[config.mk]
export PLATFORM = sky130hd
export DESIGN_NAME = tft_strobe_gen
export DESIGN_NICKNAME = d
export VERILOG_FILES = /design/src/rtl/tsg_pkg.sv /design/src/rtl/tsg_pwm_chan.sv /design/src/rtl/tsg_sequencer.sv /design/src/rtl/tft_strobe_gen.sv
export SDC_FILE = /design/constraint.sdc
export NUM_CORES = 1
export LEC_CHECK = 0
export BUFFER_PORTS_ARGS = -buffer_cell sky130_fd_sc_hd__buf_2
export CORE_MARGIN = 8
export CORE_UTILIZATION = 59
export CTS_CLUSTER_SIZE = 8
export DETAILED_ROUTE_END_ITERATION = 7
export GPL_TIMING_DRIVEN = 1
export PLACE_DENSITY_LB_ADDON = 0.3
export SETUP_SLACK_MARGIN = 0.05
export SYNTH_ARGS = -nofsm -noshare
export SYNTH_HDL_FRONTEND = slang
export SYNTH_SLANG_ARGS = --single-unit
export TNS_END_PERCENT = 100
[constraint.sdc]
create_clock -name clk -period 3 [get_ports clk]
set_clock_uncertainty 0.2 [all_clocks]
set_input_delay 0.3 -clock clk [delete_from_list [all_inputs] [get_ports clk]]
set_output_delay 0.3 -clock clk [all_outputs]
set_load 0.05 [all_outputs]
[src/rtl/tsg_pkg.sv]
package tsg_pkg;
  // Strobe slot indices
  localparam int unsigned S_REV  = 0;
  localparam int unsigned S_LINE = 1;
  localparam int unsigned S_SAMP = 2;
  localparam int unsigned S_FRM  = 3;
  localparam int unsigned S_POL  = 4;
  localparam int unsigned N_STROBES = 5;

  typedef enum logic [1:0] {
    SQ_IDLE  = 2'd0,
    SQ_WREV  = 2'd1,
    SQ_WLINE = 2'd2,
    SQ_LIVE  = 2'd3
  } seq_state_t;

  // Clocks per line from pixel rate, frame rate and lines per frame
  function automatic int unsigned line_clks(input int unsigned pix_hz,
                                            input int unsigned frame_hz,
                                            input int unsigned lines);
    return (pix_hz / frame_hz) / lines;
  endfunction

  // Asserted while count is below the width
  function automatic logic pwm_level(input int unsigned cnt,
                                     input int unsigned width);
    return cnt < width;
  endfunction

  // Next count with wrap at period-1
  function automatic int unsigned pwm_next(input int unsigned cnt,
                                           input int unsigned period);
    return (cnt >= period - 1) ? 0 : cnt + 1;
  endfunction
endpackage

[src/rtl/tsg_pwm_chan.sv]
module tsg_pwm_chan
  import tsg_pkg::*;
#(
  parameter int unsigned CW      = 17,
  parameter int unsigned WIDTH   = 1,
  parameter int unsigned PERIOD  = 303,
  parameter bit          ACT_LOW = 1'b0
) (
  input  logic          clk,
  input  logic          rst_n,
  input  logic          run,
  input  logic          pix_en,
  output logic [CW-1:0] cnt,
  output logic          level
);
  logic asserted;

  always_ff @(posedge clk or negedge rst_n) begin
    if (!rst_n) begin
      cnt <= '0;
    end else if (!run) begin
      cnt <= '0;
    end else if (pix_en) begin
      cnt <= CW'(pwm_next(int'(cnt), PERIOD));
    end
  end

  assign asserted = run && pwm_level(int'(cnt), WIDTH);

  generate
    if (ACT_LOW) begin : g_low
      assign level = ~asserted;
    end else begin : g_high
      assign level = asserted;
    end
  endgenerate
endmodule

[src/rtl/tsg_sequencer.sv]
module tsg_sequencer
  import tsg_pkg::*;
#(
  parameter int unsigned CW        = 17,
  parameter int unsigned REV_GATE  = 11,
  parameter int unsigned LINE_GATE = 3
) (
  input  logic                 clk,
  input  logic                 rst_n,
  input  logic                 start_req,
  input  logic                 stop_req,
  input  logic [CW-1:0]        rev_cnt,
  input  logic [CW-1:0]        line_cnt,
  output logic [N_STROBES-1:0] run,
  output logic                 configured,
  output seq_state_t           state
);
  seq_state_t nxt;
  logic rev_gate_hit;
  logic line_gate_hit;

  assign rev_gate_hit  = rev_cnt > CW'(REV_GATE);
  assign line_gate_hit = line_cnt >= CW'(LINE_GATE);

  always_comb begin
    nxt = state;
    if (stop_req) begin
      nxt = SQ_IDLE;
    end else begin
      case (state)
        SQ_IDLE:  if (start_req)     nxt = SQ_WREV;
        SQ_WREV:  if (rev_gate_hit)  nxt = SQ_WLINE;
        SQ_WLINE: if (line_gate_hit) nxt = SQ_LIVE;
        default:  nxt = SQ_LIVE;
      endcase
    end
  end

  always_ff @(posedge clk or negedge rst_n) begin
    if (!rst_n) begin
      state      <= SQ_IDLE;
      run        <= '0;
      configured <= 1'b0;
    end else begin
      state             <= nxt;
      run[S_REV]        <= (nxt != SQ_IDLE);
      run[S_LINE]       <= (nxt == SQ_WLINE) || (nxt == SQ_LIVE);
      run[S_SAMP]       <= (nxt == SQ_LIVE);
      run[S_FRM]        <= (nxt == SQ_LIVE);
      run[S_POL]        <= (nxt == SQ_LIVE);
      configured        <= (nxt == SQ_LIVE);
    end
  end
endmodule

[src/rtl/tft_strobe_gen.sv]
module tft_strobe_gen
  import tsg_pkg::*;
#(
  parameter int unsigned PIX_HZ      = 6_000_000,
  parameter int unsigned FRAME_HZ    = 60,
  parameter int unsigned VIS_LINES   = 320,
  parameter int unsigned BLANK_LINES = 9,
  parameter int unsigned ACTIVE_PIX  = 240,
  parameter int unsigned POL_EXTRA   = 8,
  parameter int unsigned REV_GATE    = 11,
  parameter int unsigned LINE_GATE   = 3
) (
  input  logic clk,
  input  logic rst_n,
  input  logic pix_en,
  input  logic start_req,
  input  logic stop_req,
  output logic line_pulse,
  output logic sample_pulse,
  output logic frame_pulse,
  output logic polclr_n,
  output logic rev_out,
  output logic configured
);
  localparam int unsigned FRAME_LINES = VIS_LINES + BLANK_LINES;
  localparam int unsigned LINE_CLKS   = line_clks(PIX_HZ, FRAME_HZ, FRAME_LINES);
  localparam int unsigned FRAME_CLKS  = LINE_CLKS * FRAME_LINES;
  localparam int unsigned CW          = $clog2(FRAME_CLKS + 1);

  // Per-slot shape: rev, line, sample, frame, polarity
  localparam int unsigned WID [N_STROBES] =
    '{LINE_CLKS, 1, 1, 2 * LINE_CLKS, ACTIVE_PIX + POL_EXTRA};
  localparam int unsigned PER [N_STROBES] =
    '{2 * LINE_CLKS, LINE_CLKS, LINE_CLKS, FRAME_CLKS, LINE_CLKS};

  // Named internal events for the checker
  logic [N_STROBES-1:0] run_vec;
  logic [N_STROBES-1:0] lvl_vec;
  logic [CW-1:0]        cnt_arr [N_STROBES];
  logic [CW-1:0]        rev_cnt;
  logic [CW-1:0]        line_cnt;
  seq_state_t           seq_state;

  tsg_sequencer #(
    .CW(CW), .REV_GATE(REV_GATE), .LINE_GATE(LINE_GATE)
  ) u_seq (
    .clk(clk), .rst_n(rst_n), .start_req(start_req), .stop_req(stop_req),
    .rev_cnt(rev_cnt), .line_cnt(line_cnt), .run(run_vec),
    .configured(configured), .state(seq_state)
  );

  generate
    for (genvar g = 0; g < N_STROBES; g++) begin : g_chan
      tsg_pwm_chan #(
        .CW(CW), .WIDTH(WID[g]), .PERIOD(PER[g]), .ACT_LOW(g == S_POL)
      ) u_chan (
        .clk(clk), .rst_n(rst_n), .run(run_vec[g]), .pix_en(pix_en),
        .cnt(cnt_arr[g]), .level(lvl_vec[g])
      );
    end
  endgenerate

  assign rev_cnt      = cnt_arr[S_REV];
  assign line_cnt     = cnt_arr[S_LINE];
  assign rev_out      = lvl_vec[S_REV];
  assign line_pulse   = lvl_vec[S_LINE];
  assign sample_pulse = lvl_vec[S_SAMP];
  assign frame_pulse  = lvl_vec[S_FRM];
  assign polclr_n     = lvl_vec[S_POL];
endmodule

==> results of run 1 <==
registers in the layout (all words and copies together) (netlist names):
| signal | flops |
|---|---|
| g_chan.u_chan.cnt | 85 |
| u_seq.configured | 1 |
| u_seq.run | 2 |
| u_seq.state | 2 |
cell usage after synthesis (3+ instances only):
| cell type | instances |
|---|---|
| and3_1 | 11 |
| and4_1 | 5 |
| a2111oi_0 | 3 |
| dfrtp_1 | 90 |
| nand3_1 | 42 |
| nand2b_1 | 6 |
| ha_1 | 9 |
| nor3b_2 | 3 |
| nor2b_1 | 7 |
| or3_1 | 3 |
| o32ai_1 | 3 |
| nand3b_1 | 3 |
| nor2_1 | 19 |
| a31oi_1 | 10 |
| o21ai_0 | 28 |
| and2_1 | 34 |
| nor3_1 | 12 |
| nand2_1 | 53 |
| a21oi_1 | 24 |
| o211ai_1 | 3 |
| clkbuf_1 | 19 |
| o21ai_1 | 4 |
| o22ai_1 | 7 |
| mux2i_1 | 5 |
| inv_1 | 20 |
| nor4_1 | 10 |
| nand4_1 | 11 |
| a21o_1 | 6 |
worst max-delay path: cells and delay by family, from the launching register on:
family / cells / cell delay [ns]
AND/OR/NAND/NOR: 2 / 0.64
flip-flops: 1 / 0.44
AO/OA/AOI/OAI: 1 / 0.36
buffers and inverters: 1 / 0.32
cells by family (layout without fill, tap and decap cells):
family                   count (synthesis)  after routing  synth area share, %
AO/OA/AOI/OAI                          107            107                 15.0
XOR/XNOR                                 3              3                0.580
adder cells (fa/ha/maj)                  9              9                 2.48
buffers and inverters                   43             57                 3.84
flip-flops                              90             90                 49.7
multiplexers                             5              5                 1.10
AND/OR/NAND/NOR                        228            228                 27.4
area by class of cell:
type	count	area [um^2]
Sequential cell	90	2250
Clock inverter	5	125
Fill cell	578	2580
Clock buffer	11	141
Multi-Input combinational cell	352	2120
Inverter	20	75.1
Timing Repair Buffer	21	143
Tap cell	102	128
layout by cell type (no fill, tap or decap), drive strengths merged, types with 5 or more instances in the layout:
cell type / Yosys / routed
nand2: 53 / 53
nor2: 19 / 19
clkbuf: 19 / 11
o21ai: 32 / 32
ha: 9 / 9
o22ai: 7 / 7
a21oi: 24 / 24
and2: 35 / 35
inv: 20 / 20
a31oi: 10 / 10
mux2i: 5 / 5
nor3: 12 / 12
nor2b: 7 / 7
nand3: 42 / 42
a21o: 6 / 6
nand4: 11 / 11
and3: 11 / 11
nand2b: 6 / 6
dfrtp: 90 / 90
nor4: 10 / 10
buf: 4 / 18
and4: 5 / 5
power breakdown:
part / internal, mW / switching (mW)
clock: 0.659 / 0.414
combinational: 0.0177 / 0.0481
sequential: 1.22 / 0.00534
total: 1.89 / 0.467
final timing paths:
check / from / endpoint / slack, ns / depth (start not counted)
max in group asynchronous: rst_n / g_chan[0].u_chan.cnt[11]$_DFFE_PN0P_ / 1.60 / 3
min in group asynchronous: rst_n / g_chan[4].u_chan.cnt[3]$_DFFE_PN0P_ / 0.27 / 2
setup reg to reg: g_chan[1].u_chan.cnt[13]$_DFFE_PN0P_ / g_chan[1].u_chan.cnt[8]$_DFFE_PN0P_ / 0.56 / 5
hold / removal: start_req / u_seq.state[0]$_DFF_PN0_ / 0.12 / 3
setup / recovery: g_chan[3].u_chan.cnt[14]$_DFFE_PN0P_ / frame_pulse / 0.37 / 4
hold reg to reg: g_chan[1].u_chan.cnt[14]$_DFFE_PN0P_ / g_chan[1].u_chan.cnt[14]$_DFFE_PN0P_ / 0.29 / 1
layer usage:
layer / global-route usage [%] / up-vias / wire, um
met3: 3.53 / 21 / 372
li1: - / 1770 / -
met1: 22.2 / 1748 / 4210
met2: 29.1 / 83 / 4420
met5: 0 / - / 0
met4: 6.83 / 0 / 163
what timing repair did:
item,CTS,global route
endpoints found under the setup margin,0,0
endpoints found under the hold margin,46,0
hold buffers,3,0
==> metrics.txt, run 1 <==
post-synthesis to final-layout area growth=9.99%; largest net degree at the start of global routing=47; Cell Area, Placed=0.00469 mm^2; Main synth FF type=dfrtp_1; initial antenna violation count=0; Total GRT Usage=17.6%; Slew Limit Fails=0; worst slew pin tran=0.720 ns; startpoint types=register; placer congestion estimate=0.851; share of cells above drive strength 1=9.62%; # placed instances=582; Clock Sink Count=90; Nets=508; Syn Inst Count=485; final core occ=65.9%; Num CTS Buffers=9; top cells by area, synth=dfrtp_1 (50%), and2_1 (4.7%), nand3_1 (4.6%); WL/cell=15.2 um; CP endpoint kind=output pin; root buffer cell=clkbuf_8; starting density of the core=59.9%; Slowest-stage cell, CP=nor4_1; vias=3622; top-area cell type share of the netlist area=49.7%; final worst slack=0.372 ns; Hold Fails Final Rpt=0; Final Setup Violations=0; Max-cap violations=0; Rel. slew slack=51.3%; Clock Pin Slew Worst Setup and Hold Paths=0.09 ns; Arrival @ worst endpoint=2.13 ns; power per cell area=473 mW/mm^2; Detailed Route WL=9160 um; CP Class=reg2out; Post-synth EDFFs=0; post-route cell area=0.00499 mm^2; average size of a mapped cell=9.35 um^2; post-route insts no fill=601; die height=104 um; Data required, critical path=2.50 ns; CORE AREA=0.00757 mm^2; vias per cell=6.03; critical path, cell by cell=nor4_1, nand2_1, a2111oi_2, buf_2; register area share after synthesis=49.7%; setup TNS=0 ns; Hold Slack=0.123 ns; ys async rst share=100%; DRT Pass-1 Iters=4; row cnt=32; fin crit period=2.63 ns; DRT iter0 DRCs=103; die width=104 um; detailed placement HPWL=6060 um; Peak Freq=0.380 GHz; PostCTS Resize Cnt=0; clock buffer depth=2; outcome=complete, no violations; port bufs=10; synth warn=0; worst-path fanout max=6; period utilization=87.6%; TritonCTS clock tree=done; maximum vdd drop=0.000251 V; H-tree depth=3; postcts setup bufs=0; Post-Place Worst Slack=0.576 ns; Leak=2.24 nW; antenna cell count=0; Critical Path Max Stage Delay=0.51 ns; worst hold path class=in2reg; post-route DRC violation count=0; first-pass GRT wire length=16000 um; RSZ-0062 raised after global routing=no; IO Pins=11; die area=0.0107 mm^2; Mapped Area=0.00453 mm^2; number of global-route vias before repair=3628; #FFs+latches synth=90; grt ovf=0; post-synthesis cell type count=56; Tot Pwr=2.36 mW; net count after synthesis=499; worst skew pair latency=0.36 ns; Synth area leader=dfrtp_1; Routed Antenna Nets=0
No activity file was read; power rests on OpenSTA's default activity.
==> inputs of run 2 (changes only) <==
CORE_UTILIZATION = 56   (was 59)
clock period = 2.4 ns   (was 3 ns; I/O delays follow)
==> metrics.txt, run 2 (synthesis results as in run 1) <==
Peak Freq=0.400 GHz; R2R Setup Slk=0.01 ns (-0.55 ns); DRT Pass-1 Iters=4 (unchanged); Clock Sink Count=90 (unchanged); CORE AREA=0.00805 mm^2 (+6.4%); row cnt=33 (+3.1%); post-synthesis to final-layout area growth=13.0%; clock buffer depth=2 (unchanged); worst slew pin tran=1.05 ns (+0.332 ns); post-route DRC violation count=0 (unchanged); power per cell area=541 mW/mm^2 (+14%); grt ovf=0 (unchanged); vias=3665 (+1.2%); IO Pins=11 (unchanged); Hold Path Sink=u_seq.state[0]$_DFF_PN0_; Tot Pwr=2.77 mW (+18%); WL/cell=15.3 um (+0.33%); antenna cell count=0 (unchanged); most frequent cells in the layout=dfrtp_1 (87), nand2_1 (53), nand3_1 (41); Nets=512 (+0.79%); largest net degree at the start of global routing=43 (-8.5%); maximum vdd drop=0.000305 V (+21%); Slowest-stage cell, CP=or4_4; worst reg2reg path depth=5 (unchanged); Arrival @ worst endpoint=2.06 ns (-0.07 ns); CP Class=reg2out; Fillers=661 (+14%); die area=0.0112 mm^2 (+4.5%); Total GRT Usage=17.5% (-0.047 points); critical path, cell by cell=or4_4, nor2_2, nand4_1, nor4b_4, buf_6; H-tree depth=3 (unchanged); Hold Fails Final Rpt=0 (unchanged); Largest regs=g_chan.u_chan.cnt x85, u_seq.run x2, u_seq.state x2; multi-input logic area=0.00224 mm^2 (+5.7%); placer congestion estimate=0.838 (-1.6%); starting density of the core=56.3% (-3.6 points); leading cell type in the layout, fill and taps excluded=dfrtp_1; Rel. slew slack=29.8% (-22 points); number of global-route vias before repair=3546 (-2.3%); DRT iter0 DRCs=146 (+42%); period utilization=104%; Critical Path Max Stage Delay=0.55 ns (+0.04 ns); CP endpoint kind=output pin; final worst slack=-0.103 ns (-0.475 ns); failing checks=negative setup slack; worst skew pair latency=0.36 ns (about the same); RSZ-0062 raised after global routing=yes; Detailed Route WL=9300 um (+1.5%); Final Setup Violations=1 (+1); worst-path fanout max=2 (-4); R2R Path Start=g_chan[1].u_chan.cnt[13]$_DFFE_PN0P_; startpoint types=register; Post-Place Worst Slack=-0.0372 ns (-0.614 ns); vias per cell=6.03 (about the same); fin crit period=2.50 ns; outcome=finished with violations; share of cells above drive strength 1=13.3% (+3.7 points); hold_sp=start_req; Clock Pin Slew Worst Setup and Hold Paths=0.10 ns (about the same); first-pass GRT wire length=16500 um (+2.6%); Max-cap violations=0 (unchanged); Leak=2.27 nW (+1.2%); Hold Crit Depth=3 (unchanged); Slew Limit Fails=0 (unchanged); Data required, critical path=1.96 ns (-0.54 ns); Routed Antenna Nets=0 (unchanged); reg2reg end=g_chan[1].u_chan.cnt[6]$_DFFE_PN0P_; Num CTS Buffers=9 (unchanged); Most flops, register=g_chan.u_chan.cnt; Storage cell area=0.00226 mm^2 (+0.17%); initial antenna violation count=0 (unchanged); die width=106 um (+2.2%); TritonCTS clock tree=done; port bufs=10 (unchanged); number of flip-flops in the largest register=85 (unchanged); detailed placement HPWL=6200 um (+2.2%); root buffer cell=clkbuf_8; die height=106 um (+2.2%); worst hold path class=in2reg
run 2: cell types whose count changed in the layout (fill, tap and decap cells not counted), sizes merged:
cell,change
inv,+3
clkbuf,-2
a41o,+1
buf,+3
clkinvlp,+1
bufinv,-2
run 2: routing by layer:
metal	vias up	part of all wire, %	track usage (%)
met5	-	0	0
met4	0	1.8	7.54
met3	14	3.8	3.21
met2	67	47	26.7
met1	1810	47	24.1
li1	1774	-	-
run 2: report_power, final:
part / leakage (nW) / total (mW) / switching, mW / internal [mW]
sequential: 1.25 / 1.53 / 0.00729 / 1.52
combinational: 0.909 / 0.0871 / 0.0603 / 0.0267
clock: 0.111 / 1.16 / 0.564 / 0.596
run 2: worst max path at each step:
stage | startpoint | slack, ns | end | depth (start not counted)
global placement | g_chan[1].u_chan.cnt[10]$_DFFE_PN0P_ | 0.02 | g_chan[1].u_chan.cnt[6]$_DFFE_PN0P_ | 5
detailed placement | g_chan[1].u_chan.cnt[13]$_DFFE_PN0P_ | -0.04 | g_chan[1].u_chan.cnt[6]$_DFFE_PN0P_ | 5
floorplan | g_chan[1].u_chan.cnt[10]$_DFFE_PN0P_ | 0.08 | g_chan[1].u_chan.cnt[2]$_DFFE_PN0P_ | 6
global route | g_chan[1].u_chan.cnt[16]$_DFFE_PN0P_ | -0.20 | line_pulse | 5
finish | g_chan[1].u_chan.cnt[13]$_DFFE_PN0P_ | -0.10 | line_pulse | 5
CTS | g_chan[1].u_chan.cnt[16]$_DFFE_PN0P_ | -0.1 | line_pulse | 5
run 2: layout make-up:
type,instances,share of cell area [%]
Tap cell,105,2.56
Inverter,20,1.46
Sequential cell,90,44.0
Timing Repair Buffer,24,3.83
Clock inverter,7,1.93
Clock buffer,9,2.42
Multi-Input combinational cell,353,43.8
run 2: timing repair:
| action | 4_1_cts | 5_1_grt |
|---|---|---|
| setup buffers | 0 | 2 |
| cloned | 1 | 0 |
| endpoints found under the setup margin | 10 | 16 |
| resized for setup | 14 | 12 |
| hold buffers | 3 | 0 |
| endpoints found under the hold margin | 70 | 0 |
| pin swaps | 4 | 7 |
run 2: worst max-delay path: cells and delay by family, from the launching register on:
family / cells / cell delay [ns]
DFF: 1 / 0.39
and+or+nand+nor: 4 / 1.12
buffers and inverters: 1 / 0.20
run 2: stage by stage:
stage	setup TNS, ns	utilization [%]	cell area, um^2	std cells	hold WS, ns
6_report	-0.103	63.7	5120	608	0.0433
2_1_floorplan	0	-	4570	485	-0.256
4_1_cts	-0.0978	62.9	5060	606	0.0221
3_5_place_dp	-0.0613	58.9	4740	586	-0.0174
3_3_place_gp	0	58.9	4740	586	-0.0196
5_1_grt	-0.361	63.7	5120	608	0.0821
